File: src/rtl/clk_div_pkg.sv
`timescale 1ns/1ps
package clk_div_pkg;
  // counter width needed for the largest ratio a select width can encode
  function automatic int cnt_width(input int sel_w);
    return (1 << sel_w) - 1;
  endfunction
endpackage

File: src/rtl/cdc_sync.sv
`timescale 1ns/1ps
module cdc_sync #(
  parameter int          WIDTH   = 1,
  parameter int          STAGES  = 2,
  parameter logic [WIDTH-1:0] RST_VAL = '0
) (
  input  logic             clk_i,
  input  logic             rst_ni,
  input  logic [WIDTH-1:0] d_i,
  output logic [WIDTH-1:0] q_o
);
  logic [WIDTH-1:0] stage_q [STAGES];

  always_ff @(posedge clk_i or negedge rst_ni) begin
    if (!rst_ni) begin
      for (int s = 0; s < STAGES; s++) stage_q[s] <= RST_VAL;
    end else begin
      stage_q[0] <= d_i;
      for (int s = 1; s < STAGES; s++) stage_q[s] <= stage_q[s-1];
    end
  end

  assign q_o = stage_q[STAGES-1];
endmodule

File: src/rtl/div_core.sv
`timescale 1ns/1ps
module div_core #(
  parameter int SEL_W = 2,
  parameter int CNT_W = clk_div_pkg::cnt_width(SEL_W)
) (
  input  logic             clk_i,
  input  logic             rst_ni,
  input  logic [SEL_W-1:0] sel_i,
  output logic [SEL_W-1:0] mode_o,
  output logic [CNT_W-1:0] cnt_o,
  output logic             src_clk_o,
  output logic             gate_ok_o
);
  logic [CNT_W-1:0] cnt_q;
  logic [SEL_W-1:0] mode_q;
  logic             lvl;

  always_ff @(posedge clk_i or negedge rst_ni) begin
    if (!rst_ni) cnt_q <= '0;
    else         cnt_q <= cnt_q + 1'b1;
  end

  // ratio switch at the falling edge after a wrap: old and new clocks both low
  always_ff @(negedge clk_i or negedge rst_ni) begin
    if (!rst_ni)           mode_q <= '0;
    else if (cnt_q == '0)  mode_q <= sel_i;
  end

  always_comb begin
    lvl = 1'b0;
    for (int b = 0; b < CNT_W; b++) begin
      if (int'(mode_q) == b + 1) lvl = cnt_q[b];
    end
  end

  assign src_clk_o = (mode_q == '0) ? clk_i : lvl;
  // registered-only term: safe to sample on the falling edge
  assign gate_ok_o = (mode_q == '0) | ~lvl;
  assign mode_o    = mode_q;
  assign cnt_o     = cnt_q;
endmodule

File: src/rtl/out_gate.sv
`timescale 1ns/1ps
module out_gate #(
  parameter int NUM_OUT = 8
) (
  input  logic               clk_i,
  input  logic               rst_ni,
  input  logic               gate_ok_i,
  input  logic               src_clk_i,
  input  logic [NUM_OUT-1:0] en_req_i,
  output logic [NUM_OUT-1:0] clk_o,
  output logic [NUM_OUT-1:0] oe_o
);
  for (genvar g = 0; g < NUM_OUT; g++) begin : g_lane
    logic en_q;

    always_ff @(negedge clk_i or negedge rst_ni) begin
      if (!rst_ni)        en_q <= 1'b0;
      else if (gate_ok_i) en_q <= en_req_i[g];
    end

    assign clk_o[g] = src_clk_i & en_q;
    assign oe_o[g]  = en_q;
  end
endmodule

File: src/rtl/clk_div_fanout.sv
`timescale 1ns/1ps
module clk_div_fanout #(
  parameter int NUM_OUT     = 8,
  parameter int SEL_W       = 2,
  parameter int SYNC_STAGES = 2,
  localparam int CNT_W      = clk_div_pkg::cnt_width(SEL_W)
) (
  input  logic               clk_i,
  input  logic               rst_ni,
  input  logic [SEL_W-1:0]   div_sel_i,
  input  logic [NUM_OUT-1:0] out_dis_i,
  output logic [NUM_OUT-1:0] clk_o,
  output logic [NUM_OUT-1:0] clk_oe_o
);
  logic [SEL_W-1:0]   sel_sync;
  logic [NUM_OUT-1:0] dis_sync;
  logic [SEL_W-1:0]   mode_w;
  logic [CNT_W-1:0]   cnt_w;
  logic               src_clk;
  logic               gate_ok;

  cdc_sync #(.WIDTH(SEL_W), .STAGES(SYNC_STAGES), .RST_VAL('0)) u_sel_sync (
    .clk_i (clk_i),
    .rst_ni(rst_ni),
    .d_i   (div_sel_i),
    .q_o   (sel_sync)
  );

  cdc_sync #(.WIDTH(NUM_OUT), .STAGES(SYNC_STAGES), .RST_VAL('1)) u_dis_sync (
    .clk_i (clk_i),
    .rst_ni(rst_ni),
    .d_i   (out_dis_i),
    .q_o   (dis_sync)
  );

  div_core #(.SEL_W(SEL_W), .CNT_W(CNT_W)) u_div (
    .clk_i    (clk_i),
    .rst_ni   (rst_ni),
    .sel_i    (sel_sync),
    .mode_o   (mode_w),
    .cnt_o    (cnt_w),
    .src_clk_o(src_clk),
    .gate_ok_o(gate_ok)
  );

  out_gate #(.NUM_OUT(NUM_OUT)) u_gate (
    .clk_i    (clk_i),
    .rst_ni   (rst_ni),
    .gate_ok_i(gate_ok),
    .src_clk_i(src_clk),
    .en_req_i (~dis_sync),
    .clk_o    (clk_o),
    .oe_o     (clk_oe_o)
  );
endmodule

File: config.mk
export PLATFORM = sky130hd
export DESIGN_NAME = clk_div_fanout
export DESIGN_NICKNAME = d
export VERILOG_FILES = /design/src/rtl/clk_div_pkg.sv /design/src/rtl/cdc_sync.sv /design/src/rtl/div_core.sv /design/src/rtl/out_gate.sv /design/src/rtl/clk_div_fanout.sv
export SDC_FILE = /design/constraint.sdc
export NUM_CORES = 1
export LEC_CHECK = 0
export ABC_AREA = 1
export CORE_MARGIN = 5
export CORE_UTILIZATION = 54
export CTS_BUF_LIST = sky130_fd_sc_hd__clkbuf_8
export DETAILED_ROUTE_END_ITERATION = 8
export DONT_BUFFER_PORTS = 1
export GPL_TIMING_DRIVEN = 1
export PLACE_DENSITY = 0.69
export SKIP_CTS_REPAIR_TIMING = 1
export SLEW_MARGIN = 20
export SYNTH_ARGS = -nofsm -noshare
export SYNTH_HDL_FRONTEND = slang
export SYNTH_SLANG_ARGS = --single-unit
File: constraint.sdc
create_clock -name clk_i -period 1.4 [get_ports clk_i]
set_input_delay 0.14 -clock clk_i [delete_from_list [all_inputs] [get_ports clk_i]]
set_output_delay 0.14 -clock clk_i [all_outputs]
set_load 0.1 [all_outputs]
==> results of run 1 <==
power by group through the flow:
stage / Clock, mW / Sequential [mW] / Combinational, mW
detailed placement: 0.367 / 1.06 / 0.262
global placement: 0.367 / 1.06 / 0.259
global route: 1.92 / 1.06 / 0.385
floorplan: 0.368 / 1.07 / 0.287
CTS: 1.84 / 1.05 / 0.264
finish: 1.80 / 1.06 / 0.365
final timing paths:
path	slack, ns	to	cells after the start
worst min-delay path	0.30	u_dis_sync.stage_q[14]	1
worst min register to register	0.35	u_sel_sync.q_o[1]	0
max in group asynchronous	0.28	u_gate.g_lane[2].en_q	2
worst max-delay path	-1.32	clk_o[2]	5
min in group asynchronous	0.37	u_sel_sync.q_o[0]	2
worst max register to register	-0.55	u_gate.g_lane[4].en_q	8
sequential cells by signal, indices dropped and copies added, names as in the netlist:
register            flops
u_dis_sync.q_o          8
u_dis_sync.stage_q      8
u_div.cnt_o             3
u_div.mode_o            2
u_gate.g_lane.en_q      8
u_sel_sync.q_o          2
u_sel_sync.stage_q      2
cell families (layout without fill, tap and decap cells):
family          Yosys count  in the layout  synth area share (%)
compound gates           10             10                 5.115
flops                    33             33                 67.80
fa+ha+maj                 2              2                 2.006
simple gates             36             36                 12.64
xor+xnor                  1              1                0.7022
buf+inv                  29             65                 11.74
per-layer routing:
layer  part of all wire, %  track usage (%)  wire (um)  vias to the layer above
met5                     0            1.587          0                        -
met4                   3.0            23.18         78                        0
met3                    10            12.03        263                       13
met2                    49            19.35       1276                       42
met1                    38            15.01        971                      412
li1                      -                -          -                      395
stage by stage:
stage,hold WS (ns),cell area (um2),utilization (%),TNS (ns)
6_report,0.2977,1943,87.84,-19.55
2_1_floorplan,-0.1556,1464,-,-11.42
5_1_grt,0.2790,1943,87.84,-21.41
3_3_place_gp,-0.1546,1431,64.71,-12.56
4_1_cts,-0.5679,1672,75.57,-20.30
3_5_place_dp,-0.1548,1431,64.71,-13.12
area by class of cell:
type	instances	share of cell area, %
sequential	33	43.53
multi-input combinational	49	20.09
timing repair buffer	28	18.22
clock buffer	15	10.62
inverter	20	3.992
tap	28	1.803
clock inverter	2	1.739
cells in the final DEF, fill, tap and decap left out, types with 2 or more instances in the layout:
cell / instances
inv_1: 18
nand2_2: 2
dlygate4sd3_1: 11
clkbuf_8: 15
nand2_1: 20
dfstp_2: 16
dfrtp_1: 7
inv_2: 2
dfrtn_1: 10
a21oi_4: 8
buf_4: 7
buf_12: 9
nand3_1: 10
==> flow_summary.toml, run 1 <==
[worst_hold_path]
min_from = "out_dis_i[6]"
hold_path_class = "input pin to flop"

[final_layout]
multiInputGateArea_um2 = 390.4
syn2layout_area_growth_pct = 55.77
layout.nets = 160
fill_cells = 86
finalNonFillerCells = 175
antenna_cells = 0
register_area_um2 = 845.8
drive_above_1_share_pct = 46.94

[timing]
rsz0062_at_grt = "true"
worst-slew-pin-transition_ns = 0.7068
finClkSkew_ns = 0.02541
slew_violations = 0
setup_slack_ns = -1.324
setup_viol = 27
hold_violations = 0
slew-limit-headroom_pct = 52.77

[global_routing]
grt_overflow_total = 0
grt.total_usage_pct = 16.41
grt_pass1_vias = 924
grt_pass1_wl_um = 3684
antenna_found_initial = 0
grt_max_degree = 34

[outcome]
violations = "setup timing"
outcome = "finished, violations left"

[placed_design]
dp_hpwl_um = 1391
pre_cts_slack_ns = -0.8893
place_congestion = 0.8138
placed_cells = 145
portBuffers = 0

[die]
die-area_mm2 = 0.003372
start_util_pct = 56.39
die_h_um = 58.07
core_area_mm2 = 0.002212
num_rows = 17
fp.dieW_um = 58.07
pin_count = 28

[logic_synthesis]
yosys-top-cells-area = "dfstp_2 (34%), dfrtn_1 (20%), dfrtp_1 (14%)"
synth_edf_count = 0
ys.flop_type = "dfstp_2"
synth.most_common_cell = "nand2_1"
synthArstFlopShare_pct = 100.0
ys_seq_elements = 33
synth_cell_type_count = 16
yosys_warnings = 0
yosysSeqAreaShare_pct = 67.80
synthTopCellsByCount = "nand2_1 (22), inv_1 (19), dfstp_2 (16)"
postSynthCellCount = 111
synth_nets = 125
synth_area_mm2 = 0.001247
avgSynthCellArea_um2 = 11.24
synth_top_cell_by_area = "dfstp_2"
synth_top_area_share_pct = 33.70

[pwr]
swShare_pct = 32.14
powerDensity_mw_per_mm2 = 1659
power_frac_seq_pct = 32.9
p_comb_share_pct = 11.3
ir_drop_mv = 1.417
power.leakage_nw = 0.9144
power.internal_mw = 2.188
clkPwrFrac_pct = 55.8
p_switching_mw = 1.036
p_total_mw = 3.225

[worst_setup_path]
timing.critical_path.from = "u_div.mode_o[1]"
required_ns = 1.26
critical_path_arrival_ns = 2.58
critical_path_class = "flop to primary output"
path_buf_inv = 2
crit_family = "compound AO/OA/AOI/OAI gates"
slowest_delay_ns = 0.59
slowest_stage = "a21oi_4"
crit_path_start_kind = "flop"
endpoint_kind = "primary output"
crit_chain = "nor2_2, nand2_2, clkbuf_8, clkbuf_8, a21oi_4"
worstPathMaxFanout = 4
reg2reg_from = "u_div.cnt_o[2]"
critPathMostFrequentCell = "clkbuf_8"

[route]
drc = 0
firstDrtPassIters = 4
drt-vias-per-instance = 4.926
wl_per_cell_um = 14.79
drt-total-wl_um = 2589
vias = 862
drtIter0Drc = 22
ant_nets = 0

[cts]
clkTransAtPathRegs_ns = 0.06
cts_tree = "built"
insertion_delay_ns = 0.40

[flow_run]
drv_cap = 0
No activity file was read; power rests on OpenSTA's default activity.
==> run 2: changes to the inputs <==
Settings changed: CTS_BUF_LIST sky130_fd_sc_hd__clkbuf_8 to sky130_fd_sc_hd__clkbuf_16, HOLD_SLACK_MARGIN from default to 0.08.
==> flow_summary.toml, run 2 (same netlist as run 1, synthesis figures left out) <==
[worst_setup_path]
ff2ff_setup_slack_ns = -0.82
path_buf_inv = 1
worstPathMaxFanout = 9
slowest_stage = "a21oi_4"
crit_path_start_kind = "flop"
required_ns = 1.26
slowest_delay_ns = 0.63
critical_path_class = "flop to primary output"
critical_path_arrival_ns = 2.73
crit_chain = "buf_6, o21bai_4, nand2_8, a21oi_4"
crit_family = "compound AO/OA/AOI/OAI gates"
r2r_end = "u_gate.g_lane[6].en_q"
reg2reg_from = "u_div.cnt_o[2]"
endpoint_kind = "primary output"
ff2ff_path_depth = 9

[pwr]
powerDensity_mw_per_mm2 = 1883
clkPwrFrac_pct = 63.6
power.leakage_nw = 1.009
p_switching_mw = 1.162
power_frac_seq_pct = 26.6
p_comb_share_pct = 9.8
swShare_pct = 28.86
ir_drop_mv = 2.157
power.internal_mw = 2.864

[timing]
slew-limit-headroom_pct = 51.13
hold_violations = 0
setup_slack_ns = -1.472
setup_tns_ns = -23.02
worst-slew-pin-transition_ns = 0.7315
setup_viol = 27
finClkSkew_ns = 0.04647
rsz0062_at_grt = "true"
slew_violations = 0

[global_routing]
grt.total_usage_pct = 20.61
antenna_found_initial = 0
grt_max_degree = 34
grt_pass1_wl_um = 4802
grt_pass1_vias = 1049
grt_overflow_total = 0

[final_layout]
layout.nets = 164
antenna_cells = 0
final_cell_mix = "nand2_1 (20), inv_1 (18), dfstp_2 (16)"
syn2layout_area_growth_pct = 71.41
fill_cells = 32
final_area_mm2 = 0.002138
layout_commonest_cell = "nand2_1"
finalNonFillerCells = 179
drive_above_1_share_pct = 48.34

[placed_design]
placed_area_mm2 = 0.001431
place_congestion = 0.8138
dp_hpwl_um = 1391
portBuffers = 0
placed_cells = 145

[die]
pin_count = 28
die_h_um = 58.07
core_area_mm2 = 0.002212
num_rows = 17
die-area_mm2 = 0.003372
start_util_pct = 56.39
fp.dieW_um = 58.07

[outcome]
violations = "DRC, setup timing"
outcome = "finished, violations left"

[cts]
insertion_delay_ns = 0.42
cts_tree = "built"
clkTransAtPathRegs_ns = 0.05

[route]
drt-vias-per-instance = 5.458
firstDrtPassIters = 6
vias = 977
wl_per_cell_um = 22.08
ant_nets = 0
drt-total-wl_um = 3952
drc = 2
drtIter0Drc = 35

[flow_run]
drv_cap = 0

[worst_hold_path]
hold_path_class = "input pin to async pin"
## run 2: cell types whose count changed in the layout (fill, tap and decap cells not counted)
cell       previous run  this run
clkbuf_8             15         0
clkbuf_16             0        14
buf_4                 7         9
buf_6                 1         3
clkinv_1              0         1
nand2_2               2         1
nand2_4               1         2
nand3_1              10         9
nand3_2               0         1
## run 2: final cells by class
class | count | area [um2] | share of cell area, %
clock inverters | 3 | 37.54 | 1.755
inverters | 20 | 77.57 | 3.628
flip-flops and latches | 33 | 845.8 | 39.56
clock buffers | 14 | 350.3 | 16.38
repair buffers | 32 | 391.6 | 18.31
well taps | 28 | 35.03 | 1.638
multi-input cells | 49 | 400.4 | 18.72
## run 2: power by group through the flow
stage | logic (mW) | clock network (mW) | registers (mW)
global placement | 0.259 | 0.367 | 1.06
finish | 0.394 | 2.56 | 1.07
global route | 0.412 | 2.67 | 1.07
CTS | 0.275 | 2.57 | 1.05
detailed placement | 0.262 | 0.367 | 1.06
floorplan | 0.287 | 0.368 | 1.07
## run 2: worst max-delay path by stage
stage	start	to	slack, ns	cells past startpoint
after CTS	u_div.mode_o[0]	clk_o[2]	-1.43	4
final	u_div.mode_o[0]	clk_o[3]	-1.47	4
after global routing	u_div.mode_o[0]	clk_o[3]	-1.51	4
after floorplan	u_div.mode_o[1]	clk_o[0]	-0.97	5
after detailed placement	u_div.mode_o[0]	clk_o[4]	-0.89	4
after global placement	u_div.mode_o[0]	clk_o[4]	-0.85	4
## run 2: metal layers
layer | GRT usage, % | up-vias | wire [um]
met3 | 10.02 | 18 | 520
met2 | 31.29 | 77 | 1970
met4 | 20.20 | 0 | 132
li1 | - | 408 | -
met5 | 0 | - | 0
met1 | 19.97 | 474 | 1328
## run 2: through the flow
step           util, %  total power, mW  hold slack [ns]  setup slack, ns
6_report         96.66            4.026           0.2314           -1.472
2_1_floorplan        -            1.725          -0.1556          -0.9692
4_1_cts          82.24            3.900          -0.5526           -1.431
3_5_place_dp     64.71            1.691          -0.1548          -0.8893
3_3_place_gp     64.71            1.686          -0.1546          -0.8493
5_1_grt          96.66            4.153           0.2328           -1.507
